## src/rtl/bwp_pkg.sv

```systemverilog
// Package for the block lock write protection unit.
// Holds the lock code type and the status bit positions that readers decode.
package bwp_pkg;

    // Array lock code: how much of the upper address space is fenced off.
    typedef enum logic [1:0] {
        LOCK_NONE    = 2'd0,
        LOCK_QUARTER = 2'd1,
        LOCK_HALF    = 2'd2,
        LOCK_ALL     = 2'd3
    } lock_code_t;

    // Status byte bit positions (readers depend on these).
    localparam int unsigned ST_LOCK_EN = 7;
    localparam int unsigned ST_CODE_HI = 3;
    localparam int unsigned ST_CODE_LO = 2;
    localparam int unsigned ST_WEL     = 1;
    localparam int unsigned ST_BUSY    = 0;
    localparam int unsigned ST_W       = 8;

endpackage

```

## src/rtl/bwp_region_decode.sv

```systemverilog
// Address range decoder.
// Reports whether an array address falls inside the range fenced off by the lock code.
// Assumes ADDR_W >= 2. Uses a full-width threshold compare, so every address bit participates.
module bwp_region_decode
    import bwp_pkg::*;
#(
    parameter int unsigned ADDR_W = 13
) (
    input  lock_code_t        code,
    input  logic [ADDR_W-1:0] addr,
    output logic              hit
);
    localparam logic [ADDR_W-1:0] QTR_BASE  = {2'b11, {(ADDR_W-2){1'b0}}};
    localparam logic [ADDR_W-1:0] HALF_BASE = {1'b1,  {(ADDR_W-1){1'b0}}};

    // Compare the address against the lower bound selected by the code.
    always_comb begin
        case (code)
            LOCK_NONE:    hit = 1'b0;
            LOCK_QUARTER: hit = (addr >= QTR_BASE);
            LOCK_HALF:    hit = (addr >= HALF_BASE);
            default:      hit = 1'b1;
        endcase
    end
endmodule

```

## src/rtl/bwp_grant_logic.sv

```systemverilog
// Permit logic.
// Decides in the same cycle whether the pending status or array write may start.
// Assumes the requests are single-cycle pulses from the command decoder.
module bwp_grant_logic (
    input  logic wel,
    input  logic busy,
    input  logic lock_en,
    input  logic wp_n,
    input  logic region_hit,
    input  logic sts_req,
    input  logic arr_req,
    output logic sts_ok,
    output logic arr_ok
);
    logic hw_lock;
    logic open_gate;

    // Hardware lock: pin low and enable bit set.
    always_comb hw_lock = lock_en & ~wp_n;

    // Any write needs the latch set and no cycle running.
    always_comb open_gate = wel & ~busy;

    // Status write: gate open and no hardware lock.
    always_comb sts_ok = sts_req & open_gate & ~hw_lock;

    // Array write: gate open, address outside the fence, and no status write competing.
    always_comb arr_ok = arr_req & ~sts_req & open_gate & ~region_hit;
endmodule

```

## src/rtl/bwp_status_regs.sv

```systemverilog
// Status state holder.
// Keeps lock-enable, lock code, write-enable latch and busy flag.
// Assumes sts_ok and arr_ok come from the permit logic and are never 1 while busy.
module bwp_status_regs
    import bwp_pkg::*;
#(
    parameter logic       RST_LOCK_EN = 1'b0,
    parameter lock_code_t RST_CODE    = LOCK_NONE
) (
    input  logic       clk,
    input  logic       rst_n,
    input  logic       wren,
    input  logic       wrdi,
    input  logic       sts_ok,
    input  logic       arr_ok,
    input  logic       new_lock_en,
    input  lock_code_t new_code,
    input  logic       cycle_done,
    output logic       lock_en,
    output lock_code_t code,
    output logic       wel,
    output logic       busy
);
    // Persistent protection bits: loaded only by a permitted status write.
    always_ff @(posedge clk) begin
        if (!rst_n) begin
            lock_en <= RST_LOCK_EN;
            code    <= RST_CODE;
        end else if (sts_ok) begin
            lock_en <= new_lock_en;
            code    <= new_code;
        end
    end

    // Busy flag and latch: a grant starts a cycle; completion ends it and drops the latch.
    always_ff @(posedge clk) begin
        if (!rst_n) begin
            busy <= 1'b0;
            wel  <= 1'b0;
        end else if (busy) begin
            if (cycle_done) begin
                busy <= 1'b0;
                wel  <= 1'b0;
            end
        end else begin
            busy <= sts_ok | arr_ok;
            if (wrdi)      wel <= 1'b0;
            else if (wren) wel <= 1'b1;
        end
    end
endmodule

```

## src/rtl/blk_wprot_unit.sv

```systemverilog
// Block lock write protection unit, top level.
// Combines the range decoder, the permit logic and the status state, and assembles the status byte.
// Assumes a single clock domain; the serial front end and the storage cells live elsewhere.
module blk_wprot_unit
    import bwp_pkg::*;
#(
    parameter int unsigned ADDR_W      = 13,
    parameter logic        RST_LOCK_EN = 1'b0,
    parameter logic [1:0]  RST_CODE    = 2'b00
) (
    input  logic              clk,
    input  logic              rst_n,
    input  logic              wren_req,
    input  logic              wrdi_req,
    input  logic              sts_wr_req,
    input  logic              sts_wr_ena,
    input  logic [1:0]        sts_wr_code,
    input  logic              arr_wr_req,
    input  logic [ADDR_W-1:0] arr_wr_addr,
    input  logic              wp_n,
    input  logic              cycle_done,
    output logic              sts_wr_ok,
    output logic              arr_wr_ok,
    output logic [ST_W-1:0]   status_byte
);
    lock_code_t code;
    logic       lock_en;
    logic       wel;
    logic       busy;
    logic       region_hit;

    bwp_region_decode #(
        .ADDR_W (ADDR_W)
    ) i_region (
        .code (code),
        .addr (arr_wr_addr),
        .hit  (region_hit)
    );

    bwp_grant_logic i_grant (
        .wel        (wel),
        .busy       (busy),
        .lock_en    (lock_en),
        .wp_n       (wp_n),
        .region_hit (region_hit),
        .sts_req    (sts_wr_req),
        .arr_req    (arr_wr_req),
        .sts_ok     (sts_wr_ok),
        .arr_ok     (arr_wr_ok)
    );

    bwp_status_regs #(
        .RST_LOCK_EN (RST_LOCK_EN),
        .RST_CODE    (lock_code_t'(RST_CODE))
    ) i_regs (
        .clk         (clk),
        .rst_n       (rst_n),
        .wren        (wren_req),
        .wrdi        (wrdi_req),
        .sts_ok      (sts_wr_ok),
        .arr_ok      (arr_wr_ok),
        .new_lock_en (sts_wr_ena),
        .new_code    (lock_code_t'(sts_wr_code)),
        .cycle_done  (cycle_done),
        .lock_en     (lock_en),
        .code        (code),
        .wel         (wel),
        .busy        (busy)
    );

    // Status byte: all ones during a cycle, otherwise the packed fields with spare bits at 0.
    always_comb begin
        if (busy) begin
            status_byte = {ST_W{1'b1}};
        end else begin
            status_byte             = '0;
            status_byte[ST_LOCK_EN] = lock_en;
            status_byte[ST_CODE_HI:ST_CODE_LO] = code;
            status_byte[ST_WEL]     = wel;
        end
    end
endmodule

```

## config.mk

```make
export PLATFORM = sky130hd
export DESIGN_NAME = blk_wprot_unit
export DESIGN_NICKNAME = d
export VERILOG_FILES = /design/src/rtl/bwp_pkg.sv /design/src/rtl/bwp_region_decode.sv /design/src/rtl/bwp_grant_logic.sv /design/src/rtl/bwp_status_regs.sv /design/src/rtl/blk_wprot_unit.sv
export SDC_FILE = /design/constraint.sdc
export NUM_CORES = 1
export LEC_CHECK = 0
export BUFFER_PORTS_ARGS = -buffer_cell sky130_fd_sc_hd__buf_2
export CORE_AREA = 2 2 39 41
export DETAILED_ROUTE_END_ITERATION = 16
export DIE_AREA = 0 0 41 43
export HOLD_SLACK_MARGIN = 0.03
export PLACE_DENSITY = 0.67
export SETUP_SLACK_MARGIN = 0.3
export SLEW_MARGIN = 20
export SYNTH_ARGS = -nofsm -noshare
export SYNTH_HDL_FRONTEND = slang
export SYNTH_SLANG_ARGS = --single-unit
```

## constraint.sdc

```tcl
create_clock -name clk -period 1.76 [get_ports clk]
set_input_delay 0.352 -clock clk [delete_from_list [all_inputs] [get_ports clk]]
set_output_delay 0.352 -clock clk [all_outputs]
set_load 0.02 [all_outputs]
```

# [Yosys cells after proc, flatten, opt, wreduce, memory -nomap -nowiden]
# Index checks and enable logic that the tools add are counted.
[totals] wordCells=33 register_bits=5 in_bits=24 out_inout_bits=10
[classes] n_mux=8 n_reduce_logical=3 n_bitwise=13 order_cmp=2 n_eq_ne=3
[ops] operator="$ge A13 B13 Y1 const B" count=2
[ops] operator="$mux W8" count=1
[ops] operator="$and A1 B1 Y1" count=7
[ops] operator="$mux W1" count=6
[ops] operator="$not A1 Y1" count=5
[ops] operator="$pmux W1 S3" count=1
[ops] operator="$reduce_bool A3 Y1" count=1
[ops] operator="$eq A2 B1 Y1 const B" count=1
[ops] operator="$eq A2 B2 Y1 const B" count=1
[ops] operator="$logic_not A2 Y1" count=1
[ops] operator="$ne A2 B2 Y1 const B" count=1
[ops] operator="$reduce_and A2 Y1" count=1
[ops] operator="$or A1 B1 Y1" count=1

# [Longest topological paths before layout]
[depth] depth_word=6 depth_mapped=3 mapped_depth_nobuf=3

# [By module]
# Synthesis repeated with hierarchy kept, for this count alone.
[unflattened] cells_unflattened=33 hier_area_um2=290.3
[modules_own_cells] module="bwp_status_regs" seq_area_each_um2=100.1 instances=1 cells_per_inst=17 area_per_inst_um2=191.4
[modules_own_cells] module="blk_wprot_unit" seq_area_each_um2=0.0 instances=1 cells_per_inst=8 area_per_inst_um2=55.1
[modules_own_cells] module="bwp_grant_logic" seq_area_each_um2=0.0 instances=1 cells_per_inst=5 area_per_inst_um2=30.0
[modules_own_cells] module="bwp_region_decode" seq_area_each_um2=0.0 instances=1 cells_per_inst=3 area_per_inst_um2=13.8

# [Worst setup path before layout]
# No wires, ideal clock.
[synth_timing] kind="register to output" start="register i_regs.busy" end="output port arr_wr_ok" slack_ps=440 arrival_ps=968 path_buffers=0 path_stages_with_launch=3 t_required_ps=1408 cell_sequence="dfxtp_1 -> nand4bb_1 -> a221oi_2"
[synth_via] elab_chain_cells=4
[synth_rtl] item="start: declaration" line="bwp_status_regs.sv:22" rtl="output logic busy"
[synth_rtl] item="start signal: assignment" line="bwp_status_regs.sv:46" rtl="busy <= sts_ok | arr_ok;"
[synth_rtl] item="$not A1 Y1" line="bwp_grant_logic.sv:22" rtl="always_comb open_gate = wel & ~busy;"
[synth_rtl] item="$and A1 B1 Y1" line="bwp_grant_logic.sv:22"
[synth_rtl] item="$and A1 B1 Y1 (2 in series)" line="bwp_grant_logic.sv:28" rtl="always_comb arr_ok = arr_req & ~sts_req & open_gate & ~region_hit;"
[synth_rtl] item="end: declaration" line="blk_wprot_unit.sv:23" rtl="output logic arr_wr_ok,"
# Every way passes these cells.

# [Worst setup path in the final report]
# Same ends and word-level chain as after synthesis.

==> impl_results.md <==
- Full die area: around 1800 µm²
- Netlist cell types: 19
- Initial Utilization: a little under a quarter
- Hold Startpoint: wrdi_req
- Crit path DAT: between 1000 and 1500 ps
- H-tree Lvls: 1
- Drt pass-1 iters: 2
- Startpoint types: flop
- Core Util, Final: 35.5%
- Core region area: about 1400 µm²
- Slew Limit Headroom: 84.3%
- Yosys warns: 0
- DRC Markers: 0
- Design Power: 0.000363 W
- Post-Syn Instances: 36
- Final WS setup: between 200 and 250 ps
- Root buffer cell: clkbuf_4
- Sequential area share after synthesis: roughly a third
- Clk_lat worst skew: 250 ps
- # IOs: 34
- Max_cap viols: 0
- Final setup vio count: 0
- Critical R2R Launch: i_regs.busy
- Synthesized cell area: 313 µm²
- Final wirelength: about 760 µm
- Hold Crit Endpoint: i_regs.wel
- CTS clk-pin slew, worst paths: approximately 40 ps
- Pwr dens: 738 nW/µm²
- Asr flop ratio synth: 0%
- Final hold violation count: 0
- Wire per inst: slightly below 10 µm
- Layout cells sized above 1: between 60% and 70%
- DR WL met2: between 300 and 400 µm
- Fin crit share: a little under 90%
- Die Span X: around 41 µm
- Mean number of vias per cell: between 4 and 5
- Leak: approximately 0.26 nW
- CTS Sinks: 5
- Antenna-violating nets left: 0
- CTS tree: built
- DRT iter0 DRCs: 4
- EDFF count, synth: 0
- R2R cell count: 5
- Largest net degree at the start of global routing: 11
- Status: completed
- Fin Setup TNS: 0 ps
- Uppermost layer routed: met4
- Met3 WL: between 70 and 80 µm
- Layout area overhead: 57.2%
- Fin nets: 86
- Vias: ~350
- Worst Hold Class: input port to flop
- WP data required: 1410 ps
- Min Tclk post-route: between 1500 and 2000 ps
- Clk_skew: ~4.2 ps
- Worst Max-Slew Pin Slew: 236 ps
- Maximum VDD drop: 0.000301 V
- Critical Path End Type: primary output
- RSZ-0062 raised after global routing: true
- Top_reg_cell synth: dfxtp_1
- Syn Area/Cell: 8.69 µm²
- First-pass GRT wire length: between 1 and 1.5 mm
- Max-slew violations: 0
- Initial antenna violation count: 0
- CTS Buf Count: 3
- Min Hold Slack: 285 ps
- Reg2reg setup slack: between 600 and 700 ps
- IO buf count: 22
- Rows: 14
- Syn nets: 60
- Synthesized flop and latch total: 5
- Die Ht: about 43 µm
- Final Wtd Congestion: between 0.7 and 0.8
- Metal1 wirelength: 324 µm
- Longest Clk Path Bufs: 2
- Total GRT Usage: around a tenth
- Antenna cells: 0
- Vias in the first global route: between 300 and 400
- Crit Reg-Reg Endpoint: i_regs.code[1]
- Worst-path maximum fanout: 4
- Remaining Overflow, GRT: 0
- Hold Path Stages: 2
- CP Class: flop to primary output
- DP Worst Slack: approximately 300 ps
- Max Clock Freq: 650 MHz
==> cells in the mapped netlist (all sizes together) (2+ instances only) <==
master / number / area share (%)
dfxtp: 5 / 32
buf: 4 / 9.6
or2: 4 / 8.0
a21oi: 3 / 4.8
nand3: 3 / 4.8
o21ai: 3 / 4.8
inv: 2 / 2.4
==> registers in the layout, summed over array words and instances, names as in the netlist <==
| name | count |
|---|---|
| i_regs.code | 2 |
| i_regs.lock_en | 1 |
| i_regs.wel | 1 |
| i_regs.busy | 1 |
==> worst max-delay path, stage by stage (launching register included) <==
cell       delay (ps)
dfxtp_4           340
nand4bb_1         190
a221oi_2          220
buf_4             190
==> layer usage <==
layer	track usage [%]	up-vias
met2	14.4	15
li1	-	179
met1	11.5	152
met5	0	-
met3	3.14	2
met4	8.00	0
==> cell families (layout without fill, tap and decap cells) <==
kind of cell | Yosys count | in the layout | share of synthesized area, %
simple gates | 14 | 14 | 31.2
flops | 5 | 5 | 32.0
compound gates | 11 | 11 | 24.8
buf+inv | 6 | 31 | 12.0
==> placed cells by master (no fill, tap or decap), types with 2 or more instances in the layout <==
| cell | Yosys | final |
|---|---|---|
| buf_2 | 0 | 18 |
| clkbuf_4 | 0 | 3 |
| buf_4 | 4 | 5 |
| dfxtp_1 | 5 | 3 |
| or2_2 | 4 | 3 |
| buf_6 | 0 | 2 |
| inv_1 | 2 | 2 |
| o21ai_0 | 3 | 3 |
| a21oi_1 | 3 | 3 |
| nand3_1 | 3 | 3 |
==> power breakdown <==
group	total [W]	internal [W]	switching (W)
Sequential	0.000124	0.000119	0.00000526
Clock	0.000139	0.0000861	0.0000532
Combinational	0.0000995	0.0000504	0.0000491
==> stage by stage <==
stage,cells,instance area [µm²]
6_report,77,492
5_1_grt,77,492
4_1_cts,76,478
3_5_place_dp,70,413
3_3_place_gp,70,413
2_1_floorplan,36,313
==> final cells by class <==
cell class	count	area (µm²)
Multi-Input combinational cell	25	183
Clock buffer	4	26.3
Timing Repair Buffer	25	150
Sequential cell	5	105
Inverter	2	7.51
Tap cell	16	20.0
Fill cell	147	892
==> what timing repair did <==
item,4_1_cts,5_1_grt
resized for setup,9,2
setup endpoints to repair,6,5
buffers inserted,2,1
pin swaps,1,1
hold buffers,0,0
==> worst max-delay path by stage <==
stage / slack [ps] / startpoint / to / cells after the start
6_report: 220 / i_regs.busy / arr_wr_ok / 3
5_1_grt: 160 / i_regs.busy / arr_wr_ok / 3
4_1_cts: 190 / i_regs.busy / arr_wr_ok / 3
3_5_place_dp: 300 / sts_wr_req / arr_wr_ok / 4
3_3_place_gp: 290 / sts_wr_req / arr_wr_ok / 4
2_1_floorplan: 440 / i_regs.busy / arr_wr_ok / 2
Power figures use the tool's default switching activity.
